<file path="src/rtl/oc_pkg.sv">
package oc_pkg;

    typedef struct packed {
        logic flag;
    } oc_state_t;

    function automatic logic [23:0] mag24(input logic [23:0] s);
        return s[23] ? (~s + 24'd1) : s;
    endfunction

endpackage

</file>
<file path="src/rtl/oc_mag.sv">
module oc_mag #(
    parameter int SMP_W = 24,
    parameter int LVL_W = 8,
    parameter int LSB   = 14
) (
    input  logic [SMP_W-1:0] smp,
    output logic [LVL_W-1:0] level,
    output logic             over
);
    localparam int TOP = LSB + LVL_W;

    logic [SMP_W-1:0] mag_d;

    always_comb begin
        mag_d = smp[SMP_W-1] ? (~smp + {{(SMP_W-1){1'b0}}, 1'b1}) : smp;
        level = mag_d[TOP-1:LSB];
        over  = |mag_d[SMP_W-1:TOP];
    end

`ifndef SYNTHESIS
    AST_MAG_NONNEG: assert final (smp[SMP_W-1] == 1'b0 || smp == {1'b1, {(SMP_W-1){1'b0}}} || mag_d[SMP_W-1] == 1'b0 || $isunknown(smp));
`endif
endmodule

</file>
<file path="src/rtl/oc_cmp.sv">
module oc_cmp #(
    parameter int N_PH  = 3,
    parameter int LVL_W = 8
) (
    input  logic                       smp_vld,
    input  logic [N_PH-1:0]            ph_en,
    input  logic [N_PH-1:0][LVL_W-1:0] levels,
    input  logic [N_PH-1:0]            over,
    input  logic [LVL_W-1:0]           thr,
    output logic                       hit
);
    logic [N_PH-1:0] ph_hit_d;

    for (genvar k = 0; k < N_PH; k++) begin : g_ph
        always_comb ph_hit_d[k] = ph_en[k] && (over[k] || (levels[k] > thr));
    end

    always_comb hit = smp_vld && (|ph_hit_d);

    always_comb begin
        if (!smp_vld) AST_NO_HIT_IDLE: assert (!hit);
        if (ph_en == '0) AST_NO_HIT_DISABLED: assert (!hit);
    end
endmodule

</file>
<file path="src/rtl/oc_flag.sv">
module oc_flag (
    input  logic clk,
    input  logic rst_n,
    input  logic hit,
    input  logic rd_clr,
    output logic flag
);
    import oc_pkg::*;

    oc_state_t st_d, st_q;

    always_comb begin
        st_d = st_q;
        if (rd_clr) st_d.flag = 1'b0;
        if (hit)    st_d.flag = 1'b1;
    end

    always_ff @(posedge clk or negedge rst_n) begin
        if (!rst_n) st_q <= '0;
        else        st_q <= st_d;
    end

    always_comb flag = st_q.flag;

    AST_SET_ON_HIT: assert property (@(posedge clk) disable iff (!rst_n)
        hit |=> flag);
    AST_STICKY: assert property (@(posedge clk) disable iff (!rst_n)
        (flag && !rd_clr) |=> flag);
    AST_CLEAR: assert property (@(posedge clk) disable iff (!rst_n)
        (rd_clr && !hit) |=> !flag);
    AST_NO_SPURIOUS: assert property (@(posedge clk) disable iff (!rst_n)
        (!flag && !hit) |=> !flag);
endmodule

</file>
<file path="src/rtl/oc_irq_flag.sv">
module oc_irq_flag #(
    parameter int SMP_W    = 24,
    parameter int LVL_W    = 8,
    parameter int LSB      = 14,
    parameter int STAT_W   = 16,
    parameter int FLAG_BIT = 15
) (
    input  logic              clk,
    input  logic              rst_n,
    input  logic              smp_vld,
    input  logic [SMP_W-1:0]  ph0_smp,
    input  logic [SMP_W-1:0]  ph1_smp,
    input  logic [SMP_W-1:0]  ph2_smp,
    input  logic [2:0]        ph_en,
    input  logic [LVL_W-1:0]  oc_level,
    input  logic              irq_en,
    input  logic              stat_rd,
    input  logic              stat_rd_clr,
    output logic [STAT_W-1:0] status,
    output logic              irq_n
);
    localparam int N_PH = 3;

    logic [N_PH-1:0][SMP_W-1:0] smp_arr;
    logic [N_PH-1:0][LVL_W-1:0] lvl_arr;
    logic [N_PH-1:0]            over_arr;
    logic                       hit;
    logic                       flag;

    always_comb begin
        smp_arr[0] = ph0_smp;
        smp_arr[1] = ph1_smp;
        smp_arr[2] = ph2_smp;
    end

    for (genvar k = 0; k < N_PH; k++) begin : g_mag
        oc_mag #(.SMP_W(SMP_W), .LVL_W(LVL_W), .LSB(LSB)) u_mag (
            .smp   (smp_arr[k]),
            .level (lvl_arr[k]),
            .over  (over_arr[k])
        );
    end

    oc_cmp #(.N_PH(N_PH), .LVL_W(LVL_W)) u_cmp (
        .smp_vld (smp_vld),
        .ph_en   (ph_en),
        .levels  (lvl_arr),
        .over    (over_arr),
        .thr     (oc_level),
        .hit     (hit)
    );

    oc_flag u_flag (
        .clk    (clk),
        .rst_n  (rst_n),
        .hit    (hit),
        .rd_clr (stat_rd_clr),
        .flag   (flag)
    );

    always_comb begin
        status           = '0;
        status[FLAG_BIT] = flag;
        irq_n            = !(flag && irq_en);
    end

    AST_IRQ_MASKED: assert property (@(posedge clk) disable iff (!rst_n)
        !irq_en |-> irq_n);
    AST_STAT_RESERVED: assert property (@(posedge clk) disable iff (!rst_n)
        $countones(status) <= 1);
    AST_PLAIN_READ: assert property (@(posedge clk) disable iff (!rst_n)
        (stat_rd && !stat_rd_clr && status[FLAG_BIT]) |=> status[FLAG_BIT]);
    AST_RESET_IDLE: assert property (@(posedge clk)
        !rst_n |-> (irq_n && status == '0));
endmodule

</file>
<file path="config.mk">
export PLATFORM = sky130hd
export DESIGN_NAME = oc_irq_flag
export DESIGN_NICKNAME = d
export VERILOG_FILES = /design/src/rtl/oc_pkg.sv /design/src/rtl/oc_mag.sv /design/src/rtl/oc_cmp.sv /design/src/rtl/oc_flag.sv /design/src/rtl/oc_irq_flag.sv
export SDC_FILE = /design/constraint.sdc
export NUM_CORES = 1
export LEC_CHECK = 0
export CORE_UTILIZATION = 37
export CTS_BUF_LIST = sky130_fd_sc_hd__clkbuf_4 sky130_fd_sc_hd__clkbuf_8 sky130_fd_sc_hd__clkbuf_16
export CTS_CLUSTER_DIAMETER = 150
export DETAILED_ROUTE_END_ITERATION = 10
export PLACE_DENSITY = 0.88
export SYNTH_ARGS = -nofsm -noshare
export SYNTH_HDL_FRONTEND = slang
export SYNTH_HIERARCHICAL = 1
export SYNTH_SLANG_ARGS = --single-unit
</file>
<file path="constraint.sdc">
create_clock -name clk -period 1.5 [get_ports clk]
set_input_delay 0.3 -clock clk [delete_from_list [all_inputs] [get_ports clk]]
set_output_delay 0.3 -clock clk [all_outputs]
set_load 0.02 [all_outputs]
</file>
; Word level (Yosys, flattened, before mapping)
; Cells that the tools add are included.
[totals]
inputBits = 89
register_bits = 1
wordCells = 29
[classes]
n_addsub = 3
mux = 5
order_cmp = 3
n_bitwise = 3
n_reduce_logical = 14
[op_table]
columns = operator, count
row1 = 24-bit by 1-bit adder with 24-bit output (second input constant), 3
row2 = 24-bit two-way mux, 3
row3 = 24-bit inverter, 3
row4 = 8-bit greater-than comparator, 3
row5 = 2-bit OR reduction, 3
row6 = 1-bit logical AND, 5
row7 = 1-bit logical OR, 3
row8 = 3-bit OR reduction, 1
row9 = 1-bit two-way mux, 2
row10 = 2-bit nonzero test, 1
row11 = 1-bit logical NOT, 1

; Longest topological paths before layout
; Gate-level depths: netlist of run 1.
[depth]
depth_word = 9
depth_mapped = 12

; Hierarchy
; Netlist of run 1, hierarchy kept.
[modules_own_cells]
columns = module, seq_area_each_um2, area_each_um2, n_inst, cells_each
row1 = oc_mag, 0.0, 200.2, 3, 27
row2 = oc_cmp, 0.0, 588.1, 1, 71
row3 = oc_irq_flag, 0.0, 127.6, 1, 18
row4 = oc_flag, 25.0, 36.3, 1, 3

; Worst setup path before layout of run 1
; Ideal clock, no wire load.
[synth_timing]
path_type = input port to flip-flop
start = input ph2_smp[15]
end = register u_flag.st_q, in the netlist u_flag/flag
n_path_buf = 0
t_arrival_ns = 2.499
slack_ns = -1.117
path_stages = 10
t_required_ns = 1.382
setup_ns = 0.118
path_cell_list = or4_1 -> or2_4 -> o31ai_1 -> xnor2_1 -> ha_1 -> nand4_1 -> o311a_2 -> o41ai_2 -> o211ai_1 -> a21o_1
[synth_rtl]
columns = element, line_no
row1 = start: declaration, oc_irq_flag.sv:13  ; input logic [SMP_W-1:0] ph2_smp,
row2 = end signal: assignment, oc_flag.sv:20  ; else st_q <= st_d;
row3 = end: declaration, oc_flag.sv:10  ; oc_state_t st_d, st_q;

==> impl_metrics.ini, run 1 <==
[timing]
setup_viol = 1
fmax_ghz = 0.345
rsz0062_at_grt = yes
report.final.hold_viol_count = 0
finalMaxSlewViolations = 0
timing.hold.ws_ns = 0.461
clock_skew_ns = 0
finalCritPeriodShare_pct = 193
tns_ns = -1.40
fin_crit_ns = 2.90
setup_slack_ns = -1.40

[global_routing]
grt-ovfl-total = 0
grt_first_pass_wirelength_mm = 7.96
antenna_found_initial = 0
grt_max_degree = 10
grt_pass1_vias = 1871
grt_use_total_pct = 24.3

[pwr]
comb_power_share_pct = 95.6
p_sw_share_pct = 43.7
p_int_mw = 0.469
peakVddDrop_v = 0.000162
clock_power_share_pct = 0
p_total_mw = 0.834
p_leak_nw = 1.21
powerDensity_nw_per_um2 = 304
p_switching_mw = 0.365
p_seq_share_pct = 4.4

[detailed_routing]
avgViaCountPerCell = 5.23
drtIter0Drc = 45
ant_nets = 0
wl_mm = 5.04
avgRoutedWirePerCell_um = 14.7
num_vias = 1799
remaining_drc_errors = 0
drtPass1Iterations = 4

[setup_path]
worstSetupEndpointType = flop
cp_data_arrival_time_ns = 2.78
path_class = in2reg
crit_path_cell_trace = clkdlybuf4s15_1 -> nor4_2 -> nand4_1 -> buf_6 -> o21ai_1 -> xnor2_1 -> ha_1 -> nor2b_4 -> o211ai_2 -> a21oi_2 -> o41ai_2 -> o211ai_1 -> a21o_1
cp_slowest_cell = o41ai_2
cp_max_fo = 5
required_ns = 1.38
slowest_delay_ns = 0.32
cp-start-kind = input pin

[hold_path]
min_path_type = in2async

[logic_synthesis]
postSynthCellCount = 173
synth-async-reset-ratio_pct = 100
synth_area_per_cell_um2 = 7.82
yosysUniqueCellTypes = 29
synth_edf_count = 0
ys_seq_elements = 1
ys_seq_area_share_pct = 1.85
synth_area_um2 = 1350
ys_warn_count = 6
ys.flop_type = dfrtp_1

[final_layout]
area_delta_synth_final_pct = 103
largest_reg_flops = 1
drive_gt1_share_pct = 29.9
post-route-util_pct = 80.3
fin_nets = 413
final_common_cell = clkdlybuf4s50_1
antenna_cells = 0
final_cell_mix = clkdlybuf4s50_1 (48), buf_4 (37), xnor2_1 (24), ha_1 (24)

[outcome]
violations = setup timing
outcome = finished with violations

[die]
die_w_um = 62.5
die_h_um = 62.5
ios = 106
start_util_pct = 39.6
die_area_um2 = 3900
placementRows = 21
core_um2 = 3420

[cts]
clk_pin_slew_worst_paths_ns = 0
clock_latency_ns = 0

[flow_run]
maxCapViolCount = 0

[place]
place.gp.congestion = 0.896
dp_slack_ns = -1.73
io_buffers = 89
dp_hpwl_mm = 3.74
kinds of logic after synthesis:
kind of cell / after synthesis / synth area share (%)
AOI/OAI and AO/OA: 50 / 28.2
and+or+nand+nor: 43 / 19.1
xor gates and xnor gates: 24 / 15.5
other: 1 / 0.277
adders and majority gates: 24 / 22.2
DFF: 1 / 1.85
buffers and inverters: 30 / 12.8
final timing paths:
| path | from | end | slack (ns) | cells after the start |
|---|---|---|---|---|
| max in group asynchronous | rst_n | u_flag/flag | 0.93 | 1 |
| min in group clk | u_flag/flag | u_flag/flag | 0.53 | 1 |
| max reg2reg | u_flag/flag | u_flag/flag | 0.81 | 1 |
| max | ph2_smp[4] | u_flag/flag | -1.40 | 13 |
| min reg2reg | u_flag/flag | u_flag/flag | 0.53 | 1 |
| min | rst_n | u_flag/flag | 0.46 | 1 |
timing repair:
action / CTS / global route
setup buffers: 6 / 1
endpoints found under the setup margin: 2 / 1
resized for setup: 93 / 36
hold buffers: 0 / 0
pin swaps: 42 / 43
gates cloned: 2 / 0
layout make-up:
cell class,instances,area (um2)
fill,220,673
inverter,11,41.3
multi-input combinational,156,1450
sequential,1,25.0
tap,46,57.6
timing repair buffer,130,1170
through the flow:
step	cell area, um2	cells
2_1_floorplan	1410	187
3_3_place_gp	2470	336
3_5_place_dp	2470	336
4_1_cts	2650	344
5_1_grt	2740	344
6_report	2740	344
routing by layer:
layer / GRT usage (%) / vias up / share of wire (%)
met3: 1.46 / 6 / 4.8
met2: 48.8 / 68 / 54
met4: 3.78 / 0 / 0.89
met5: 0 / - / 0
li1: - / 885 / -
met1: 27.9 / 840 / 40
synthesized netlist by cell type (2+ instances only):
library cell  instances  area [um2]
ha_1                 24         300
xnor2_1              24         210
buf_4                16         120
inv_1                11        41.3
a21oi_1               9        45.0
nand4_1               9        56.3
nor4_1                9        56.3
o21ai_0               9        45.0
nand2_1               8        30.0
o31ai_1               7        52.6
o211ai_1              6        45.0
o41ai_2               4        65.1
clkbuf_1              3        11.3
nor2_1                3        11.3
nor2b_1               3        18.8
o21a_1                3        22.5
o311ai_1              3        26.3
o41ai_1               3        26.3
or2_4                 3        26.3
or3_1                 3        18.8
or4_1                 3        22.5
a211oi_1              2        15.0
a21o_1                2        15.0
worst max-delay path: cells and delay by family:
family | cells | cell delay, ns
compound gates | 6 | 1.06
xor+xnor | 1 | 0.16
fa+ha+maj | 1 | 0.29
buf+inv | 2 | 0.38
simple gates | 3 | 0.60
power by group through the flow:
stage          clock (mW)  combinational, mW  sequential [mW]
2_1_floorplan           0              0.370           0.0348
3_3_place_gp            0              0.699           0.0360
3_5_place_dp            0              0.723           0.0361
4_1_cts                 0              0.751           0.0361
5_1_grt                 0              0.859           0.0376
6_report                0              0.797           0.0365
Power figures use the tool's default switching activity.
==> run 2, diff against run 1 <==
Settings changed: HOLD_SLACK_MARGIN from default to 0.05.
==> results of run 2 <==
Same layout as run 1: the final DEF is identical, and so are final timing and power.
